### src/rtl/lsm_pkg.sv
package lsm_pkg;

  typedef enum logic [2:0] {
    OP_COPY    = 3'd0,
    OP_LOAD    = 3'd1,
    OP_LOADRET = 3'd2,
    OP_STORE   = 3'd3,
    OP_ADDI    = 3'd4,
    OP_SUBI    = 3'd5
  } uop_op_e;

  typedef enum logic [1:0] {
    ST_IDLE,
    ST_COPY,
    ST_XFER,
    ST_WB
  } seq_state_e;

endpackage

### src/rtl/lsm_popcount.sv
module lsm_popcount #(
  parameter int N     = 16,
  parameter int CNT_W = $clog2(N + 1)
) (
  input  logic [N-1:0]     vec,
  output logic [CNT_W-1:0] count
);

  always_comb begin
    count = '0;
    for (int i = 0; i < N; i++) begin
      count = count + CNT_W'(vec[i]);
    end
  end

endmodule

### src/rtl/lsm_lowest_pick.sv
module lsm_lowest_pick #(
  parameter int N     = 16,
  parameter int IDX_W = $clog2(N)
) (
  input  logic [N-1:0]     vec,
  output logic [N-1:0]     onehot,
  output logic [IDX_W-1:0] idx,
  output logic             any,
  output logic             single
);

  logic [N-1:0] seen_below;

  assign seen_below[0] = 1'b0;

  generate
    for (genvar g = 1; g < N; g++) begin : g_chain
      assign seen_below[g] = seen_below[g-1] | vec[g-1];
    end
  endgenerate

  assign onehot = vec & ~seen_below;
  assign any    = |vec;
  assign single = any && ((vec & ~onehot) == '0);

  always_comb begin
    idx = '0;
    for (int i = 0; i < N; i++) begin
      if (onehot[i]) idx = idx | IDX_W'(i);
    end
  end

endmodule

### src/rtl/lsm_offset_gen.sv
module lsm_offset_gen #(
  parameter int CNT_W = 5,
  parameter int OFF_W = 8
) (
  input  logic [CNT_W-1:0] count,
  input  logic             up,
  input  logic             pre,
  output logic [OFF_W-1:0] start_off,
  output logic [OFF_W-1:0] total
);

  localparam logic [OFF_W-1:0] WORD = OFF_W'(4);

  logic [OFF_W-1:0] base_off;

  always_comb begin
    total     = OFF_W'(count) << 2;
    base_off  = up ? '0 : (total - WORD);
    start_off = pre ? (base_off + WORD) : base_off;
  end

endmodule

### src/rtl/lsm_reg_remap.sv
module lsm_reg_remap #(
  parameter int IDX_W     = 4,
  parameter int UREG_W    = 5,
  parameter int BANK_LO   = 8,
  parameter int BANK_HI   = 14,
  parameter int BANK_BASE = 24
) (
  input  logic [IDX_W-1:0]  idx,
  input  logic              en,
  output logic [UREG_W-1:0] ureg
);

  logic in_bank;

  always_comb begin
    in_bank = (int'(idx) >= BANK_LO) && (int'(idx) <= BANK_HI);
    if (en && in_bank) begin
      ureg = UREG_W'(BANK_BASE) + UREG_W'(idx) - UREG_W'(BANK_LO);
    end else begin
      ureg = {{(UREG_W-IDX_W){1'b0}}, idx};
    end
  end

endmodule

### src/rtl/lsm_uop_seq.sv
module lsm_uop_seq #(
  parameter int NREGS     = 16,
  parameter int OFF_W     = 8,
  parameter int TEMP_REG  = 16,
  parameter int BANK_LO   = 8,
  parameter int BANK_HI   = 14,
  parameter int BANK_BASE = 24
) (
  input  logic                       clk,
  input  logic                       rst,
  input  logic                       in_valid,
  output logic                       in_ready,
  input  logic [NREGS-1:0]           in_reglist,
  input  logic [$clog2(NREGS)-1:0]   in_base,
  input  logic                       in_up,
  input  logic                       in_pre,
  input  logic                       in_wb,
  input  logic                       in_load,
  input  logic                       in_user,
  output logic                       uop_valid,
  input  logic                       uop_ready,
  output logic [2:0]                 uop_op,
  output logic [$clog2(NREGS):0]     uop_rd,
  output logic [$clog2(NREGS):0]     uop_rb,
  output logic [OFF_W-1:0]           uop_imm,
  output logic                       uop_add,
  output logic                       uop_last
);

  import lsm_pkg::*;

  localparam int IDX_W  = $clog2(NREGS);
  localparam int UREG_W = IDX_W + 1;
  localparam int CNT_W  = $clog2(NREGS + 1);
  localparam int PC_IDX = NREGS - 1;
  localparam logic [UREG_W-1:0] TEMP = UREG_W'(TEMP_REG);
  localparam logic [OFF_W-1:0]  WORD = OFF_W'(4);

  seq_state_e        state_q;
  logic [NREGS-1:0]  mask_q;
  logic [IDX_W-1:0]  base_q;
  logic              up_q;
  logic              wb_q;
  logic              load_q;
  logic              user_q;
  logic              pc_listed_q;
  logic [OFF_W-1:0]  off_q;
  logic [OFF_W-1:0]  wbimm_q;

  logic [CNT_W-1:0]  in_count;
  logic [OFF_W-1:0]  in_start;
  logic [OFF_W-1:0]  in_total;
  logic [NREGS-1:0]  pick_oh;
  logic [IDX_W-1:0]  pick_idx;
  logic              pick_any;
  logic              pick_single;
  logic [UREG_W-1:0] xfer_reg;
  logic              accept;
  logic              fire;
  logic              is_mem;

  lsm_popcount #(.N(NREGS), .CNT_W(CNT_W)) i_count (
    .vec   (in_reglist),
    .count (in_count)
  );

  lsm_offset_gen #(.CNT_W(CNT_W), .OFF_W(OFF_W)) i_offs (
    .count     (in_count),
    .up        (in_up),
    .pre       (in_pre),
    .start_off (in_start),
    .total     (in_total)
  );

  lsm_lowest_pick #(.N(NREGS), .IDX_W(IDX_W)) i_pick (
    .vec    (mask_q),
    .onehot (pick_oh),
    .idx    (pick_idx),
    .any    (pick_any),
    .single (pick_single)
  );

  lsm_reg_remap #(
    .IDX_W(IDX_W), .UREG_W(UREG_W),
    .BANK_LO(BANK_LO), .BANK_HI(BANK_HI), .BANK_BASE(BANK_BASE)
  ) i_remap (
    .idx  (pick_idx),
    .en   (user_q && !pc_listed_q),
    .ureg (xfer_reg)
  );

  assign in_ready  = (state_q == ST_IDLE);
  assign uop_valid = (state_q != ST_IDLE);
  assign accept    = in_valid && in_ready;
  assign fire      = uop_valid && uop_ready;

  // Micro-op fields decoded from the held sequence state
  always_comb begin
    uop_op   = OP_COPY;
    uop_rd   = TEMP;
    uop_rb   = {1'b0, base_q};
    uop_imm  = '0;
    uop_add  = 1'b1;
    uop_last = 1'b0;
    unique case (state_q)
      ST_COPY: begin
        uop_last = !pick_any && !wb_q;
      end
      ST_XFER: begin
        uop_rd  = xfer_reg;
        uop_rb  = TEMP;
        uop_imm = off_q;
        uop_add = up_q;
        if (!load_q) begin
          uop_op = OP_STORE;
        end else if (user_q && (int'(pick_idx) == PC_IDX)) begin
          uop_op = OP_LOADRET;
        end else begin
          uop_op = OP_LOAD;
        end
        uop_last = pick_single && !wb_q;
      end
      ST_WB: begin
        uop_op   = up_q ? OP_ADDI : OP_SUBI;
        uop_rd   = {1'b0, base_q};
        uop_imm  = wbimm_q;
        uop_add  = up_q;
        uop_last = 1'b1;
      end
      default: ;
    endcase
  end

  always_ff @(posedge clk) begin
    if (rst) begin
      state_q     <= ST_IDLE;
      mask_q      <= '0;
      base_q      <= '0;
      up_q        <= 1'b0;
      wb_q        <= 1'b0;
      load_q      <= 1'b0;
      user_q      <= 1'b0;
      pc_listed_q <= 1'b0;
      off_q       <= '0;
      wbimm_q     <= '0;
    end else begin
      unique case (state_q)
        ST_IDLE: begin
          if (accept) begin
            state_q     <= ST_COPY;
            mask_q      <= in_reglist;
            base_q      <= in_base;
            up_q        <= in_up;
            wb_q        <= in_wb;
            load_q      <= in_load;
            user_q      <= in_user;
            pc_listed_q <= in_reglist[PC_IDX];
            off_q       <= in_start;
            wbimm_q     <= in_total;
          end
        end
        ST_COPY: begin
          if (fire) begin
            if (pick_any)  state_q <= ST_XFER;
            else if (wb_q) state_q <= ST_WB;
            else           state_q <= ST_IDLE;
          end
        end
        ST_XFER: begin
          if (fire) begin
            mask_q <= mask_q & ~pick_oh;
            off_q  <= up_q ? (off_q + WORD) : (off_q - WORD);
            if (pick_single) state_q <= wb_q ? ST_WB : ST_IDLE;
          end
        end
        ST_WB: begin
          if (fire) state_q <= ST_IDLE;
        end
        default: state_q <= ST_IDLE;
      endcase
    end
  end

  assign is_mem = (uop_op == OP_LOAD) || (uop_op == OP_LOADRET) || (uop_op == OP_STORE);

  AST_BUSY_NOT_READY: assert property (@(posedge clk) disable iff (rst)
    uop_valid |-> !in_ready);

  AST_OPENS_WITH_COPY: assert property (@(posedge clk) disable iff (rst)
    accept |=> (uop_valid && uop_op == OP_COPY && uop_rd == TEMP && uop_imm == '0));

  AST_MEM_USES_TEMP: assert property (@(posedge clk) disable iff (rst)
    (uop_valid && is_mem) |-> (uop_rb == TEMP));

  AST_OFFSET_STEP: assert property (@(posedge clk) disable iff (rst)
    (fire && is_mem && !uop_last) |=>
      (!is_mem || uop_imm == (uop_add ? OFF_W'($past(uop_imm) + WORD)
                                      : OFF_W'($past(uop_imm) - WORD))));

  AST_LAST_TO_IDLE: assert property (@(posedge clk) disable iff (rst)
    (fire && uop_last) |=> in_ready);

  AST_STALL_HOLDS: assert property (@(posedge clk) disable iff (rst)
    (uop_valid && !uop_ready) |=>
      (uop_valid && $stable(uop_op) && $stable(uop_rd) && $stable(uop_rb) &&
       $stable(uop_imm) && $stable(uop_add) && $stable(uop_last)));

  AST_RESET_IDLE: assert property (@(posedge clk)
    rst |=> (in_ready && !uop_valid));

endmodule

### config.mk
export PLATFORM = sky130hd
export DESIGN_NAME = lsm_uop_seq
export DESIGN_NICKNAME = d
export VERILOG_FILES = /design/src/rtl/lsm_pkg.sv /design/src/rtl/lsm_popcount.sv /design/src/rtl/lsm_lowest_pick.sv /design/src/rtl/lsm_offset_gen.sv /design/src/rtl/lsm_reg_remap.sv /design/src/rtl/lsm_uop_seq.sv
export SDC_FILE = /design/constraint.sdc
export NUM_CORES = 1
export LEC_CHECK = 0
export CAP_MARGIN = 25
export CORE_MARGIN = 10
export CORE_UTILIZATION = 53
export DETAILED_ROUTE_END_ITERATION = 16
export PLACE_DENSITY_LB_ADDON = 0.08
export REMOVE_ABC_BUFFERS = 1
export SLEW_MARGIN = 20
export SYNTH_ARGS = -nofsm -noshare
export SYNTH_HDL_FRONTEND = slang
export SYNTH_SLANG_ARGS = --single-unit
### constraint.sdc
create_clock -name clk -period 9.8 [get_ports clk]
set_clock_uncertainty 0.2 [all_clocks]
set_input_delay 1.47 -clock clk [delete_from_list [all_inputs] [get_ports clk]]
set_output_delay 1.47 -clock clk [all_outputs]
set_load 0.05 [all_outputs]
==> summary.txt <==
Layout
  – P&R area growth vs syn: 17.2%
  – Layout net count: 527
  – # diodes: 0
  – Final Util: 0.649
  – Share of layout cells above drive strength 1: 0.0422

Floorplanning
  – Die footprint: 9820 sq um
  – Chip Height: 99.1 um
  – Starting Density: 0.553
  – Total I/O pin count: 54
  – Placeable Area: 5990 sq um
  – Std-Cell Rows: 28
  – Die W: 99.1 um

Power
  – Gate power share: 0.700
  – Share of power burned in registers: 0.202
  – Power Dens Cells: 306 nW/um^2
  – Pleak: 0.00150 uW
  – Clock power share: 0.097
  – VDD IR-drop max: 0.253 mV
  – Sw Pwr: 607 uW
  – Switching Fraction: 0.511
  – P_int: 581 uW

Logic synthesis
  – Async SR Flop Fraction: 0
  – FF+latch count, synth: 38
  – Yosys cell types: 67
  – Post-synth EDFFs: 0
  – Top-area cell type share of the netlist area: 0.229
  – Yosys warnings: 0
  – Syn Area/Cell: 7.48 sq um
  – Mapped Cells: 443
  – Register area share after synthesis: 0.229
  – Area leader, netlist: dfxtp_1
  – Synth Flop Type: dfxtp_1
  – Synth top area cells: dfxtp_1 23%, a21oi_1 6.9%, fa_1 6.6%
  – Synthesized area: 3320 sq um

Clock tree
  – Cts hold-fix bufs: 0
  – Clock Latency Late Sink: 0.30 ns
  – Clock buffer depth: 2
  – Total clock sinks: 38
  – # resized after CTS: 0
  – Root buffer cell: clkbuf_8
  – CTS tree: built
  – CTS buffer count: 5
  – Post-CTS Setup Inserts: 0
  – Worst-path clk slew: 0.08 ns
  – Htree depth: 2

Global routing
  – GRT overflow: 0
  – GR Util All Layers: 0.187
  – Antenna violations before repair: 0
  – Largest net degree at the start of global routing: 44
  – First-pass GRT wire length: 15.6 mm
  – Vias in the first global route: 3017

STA
  – Worst hold margin: 0.268 ns
  – Least-Margin Pin Slew: 0.865 ns
  – Maximum clock rate: 140 MHz
  – Endpoints failing hold: 0
  – PnR worst setup slack: 2.64 ns
  – Max Slew Vio Count: 0
  – Setup total negative slack: 0 ns
  – RSZ-0062 raised after global routing: false
  – Setup violations, final: 0
  – Period utilisation layout: 0.730
  – Slew HR: 0.421
  – Tmin final: 7.16 ns

Setup path
  – Crit path largest cell delay: 0.74 ns
  – Critical path arrival: 7.13 ns
  – CP Capture Type: flip-flop
  – FF-to-FF path depth: 8
  – Data required, critical path: 9.77 ns
  – Critical path's slowest cell: nor4bb_1
  – Worst R2R End: off_q[6]$_SDFFE_PP0P_
  – RR Startpoint: state_q[0]$_SDFFE_PP0P_
  – CP Cell Sequence: clkdlybuf4s50_1 -> ha_1 -> inv_1 -> fa_1 -> fa_1 -> fa_1 -> fa_1 -> fa_1 -> fa_1 -> ha_1 -> nor4bb_1 -> mux2i_1 -> a22oi_1 -> and3_1 -> o211ai_1 -> a211oi_1
  – CP dominant cell by count: fa_1
  – Worst Setup EP: off_q[5]$_SDFFE_PP0P_
  – Worst Setup SP: in_reglist[0]
  – Critical path class: in2reg
  – Setup crit start kind: input pin
  – Max Fanout on Critical Path: 8
  – Flop-to-flop setup slack: 6.53 ns

Drt
  – DRC Markers: 0
  – Iter 0 DRT Violations: 295
  – Final wirelength: 9.54 mm
  – WL/cell: 17.4 um
  – First-pass DRT Iterations: 5
  – Routed Antenna Nets: 0
  – Routed via count: 3305
  – Vias/cell: 6.02

Run
  – Max cap viols: 0

Placed design
  – Final GP Congestion: 0.907
  – PortBufs: 51
  – Post-DP HPWL: 7.19 mm
  – Pre-CTS WS: 2.33 ns

Min path
  – Hold Path Class: reg2reg

Status
  – Status: complete, no violations
cell usage after synthesis (all sizes together) (2+ instances only):
| cell | number |
|---|---|
| nor3 | 14 |
| o31ai | 2 |
| nand2b | 6 |
| nor4bb | 2 |
| dfxtp | 38 |
| nand3 | 11 |
| nand2 | 45 |
| mux2i | 4 |
| o311ai | 3 |
| or4 | 5 |
| clkbuf | 22 |
| inv | 34 |
| a22o | 8 |
| o32ai | 3 |
| xnor2 | 6 |
| o21ai | 19 |
| o221ai | 3 |
| ha | 14 |
| fa | 11 |
| o32a | 2 |
| a31oi | 3 |
| nand3b | 4 |
| a22oi | 4 |
| a2111oi | 4 |
| a21oi | 46 |
| a211oi | 10 |
| or3 | 8 |
| nand4 | 2 |
| a21boi | 2 |
| nor2b | 11 |
| and2 | 3 |
| buf | 9 |
| xor2 | 2 |
| o21bai | 2 |
| nor2 | 37 |
| nor4 | 8 |
| and3 | 2 |
| maj3 | 2 |
| or2 | 4 |
| a21o | 4 |
| o211ai | 6 |
| nor4b | 2 |
power groups by stage:
stage	Sequential, uW	Combinational [uW]	Clock (uW)
after CTS	239	827	117
after detailed placement	243	824	0
after global placement	241	812	0
final	240	832	116
after global routing	246	915	121
after floorplan	229	635	0
cells in the final DEF (no fill, tap or decap), types with 3 or more instances in the layout:
cell and n:
a211oi_1 10, nand2_1 44, a2111oi_0 4, nand3_1 11
ha_1 14, fa_1 11, dfxtp_1 38, a22oi_1 4
mux2i_1 4, xnor2_1 6, o32ai_1 3, and2_1 3
or3_1 7, o211ai_1 6, clkdlybuf4s50_1 51, nor3_1 13
nor4_1 7, a22o_1 8, o221ai_1 3, nor2b_1 11
a21oi_1 46, a21o_1 4, nand3b_1 4, inv_1 34
o311ai_0 3, nor2_1 37, or2_2 4, nand2b_1 6
clkbuf_8 6, or4_1 4, a31oi_1 3, o21ai_0 18
per-stage QoR:
step | cell area, sq um | power (uW) | cells
finish | 3890 | 1190 | 549
floorplan | 3180 | 864 | 413
detailed placement | 3800 | 1070 | 541
CTS | 3890 | 1180 | 549
global route | 3890 | 1280 | 549
global placement | 3800 | 1050 | 541
sequential cells by signal, indices dropped and copies added, names as in the netlist:
signal and flops:
wb_q 1, wbimm_q 5, off_q 6, pc_listed_q 1, base_q 4, mask_q 16, user_q 1, state_q 2
up_q 1, load_q 1
critical path: cells and delay by family:
kind | cells | cell delay (ns)
mux | 1 | 0.26
buf+inv | 2 | 0.51
fa+ha+maj | 8 | 3.59
compound gates | 3 | 0.32
simple gates | 2 | 0.96
worst min path at each step:
stage | end | slack [ns] | depth (start not counted) | from
floorplan | pc_listed_q$_SDFFE_PP0P_ | 0.23 | 2 | pc_listed_q$_SDFFE_PP0P_
global placement | wbimm_q[6]$_SDFFE_PP0P_ | 0.24 | 2 | wbimm_q[6]$_SDFFE_PP0P_
detailed placement | wbimm_q[4]$_SDFFE_PP0P_ | 0.26 | 2 | wbimm_q[4]$_SDFFE_PP0P_
CTS | wbimm_q[4]$_SDFFE_PP0P_ | 0.27 | 2 | wbimm_q[4]$_SDFFE_PP0P_
global route | wbimm_q[4]$_SDFFE_PP0P_ | 0.29 | 2 | wbimm_q[4]$_SDFFE_PP0P_
finish | pc_listed_q$_SDFFE_PP0P_ | 0.27 | 2 | pc_listed_q$_SDFFE_PP0P_
cell families (layout without fill, tap and decap cells):
logic type	Yosys count	count (layout)	share of synthesized area
adders and majority gates	27	27	0.125
muxes	5	5	0.0155
and+or+nand+nor	167	167	0.263
other	1	2	0.00113
DFF	38	38	0.229
buffers and inverters	65	95	0.0815
xor gates and xnor gates	8	8	0.0211
AOI/OAI and AO/OA	132	132	0.263
routing by layer:
metal	part of all wire	track usage	up-vias
met4	0.015	0.0562	0
met1	0.45	0.250	1534
met5	0	0	-
met2	0.48	0.301	106
li1	-	-	1655
met3	0.053	0.0298	10
area by class of cell:
type | instances | area, sq um
fillers | 560 | 2100
well taps | 75 | 93.8
clock buffers | 7 | 86.3
repair buffers | 53 | 526
clock inverters | 1 | 5.00
inverters | 34 | 128
flip-flops and latches | 38 | 761
multi-input cells | 341 | 2290
No activity file was read; power rests on OpenSTA's default activity.
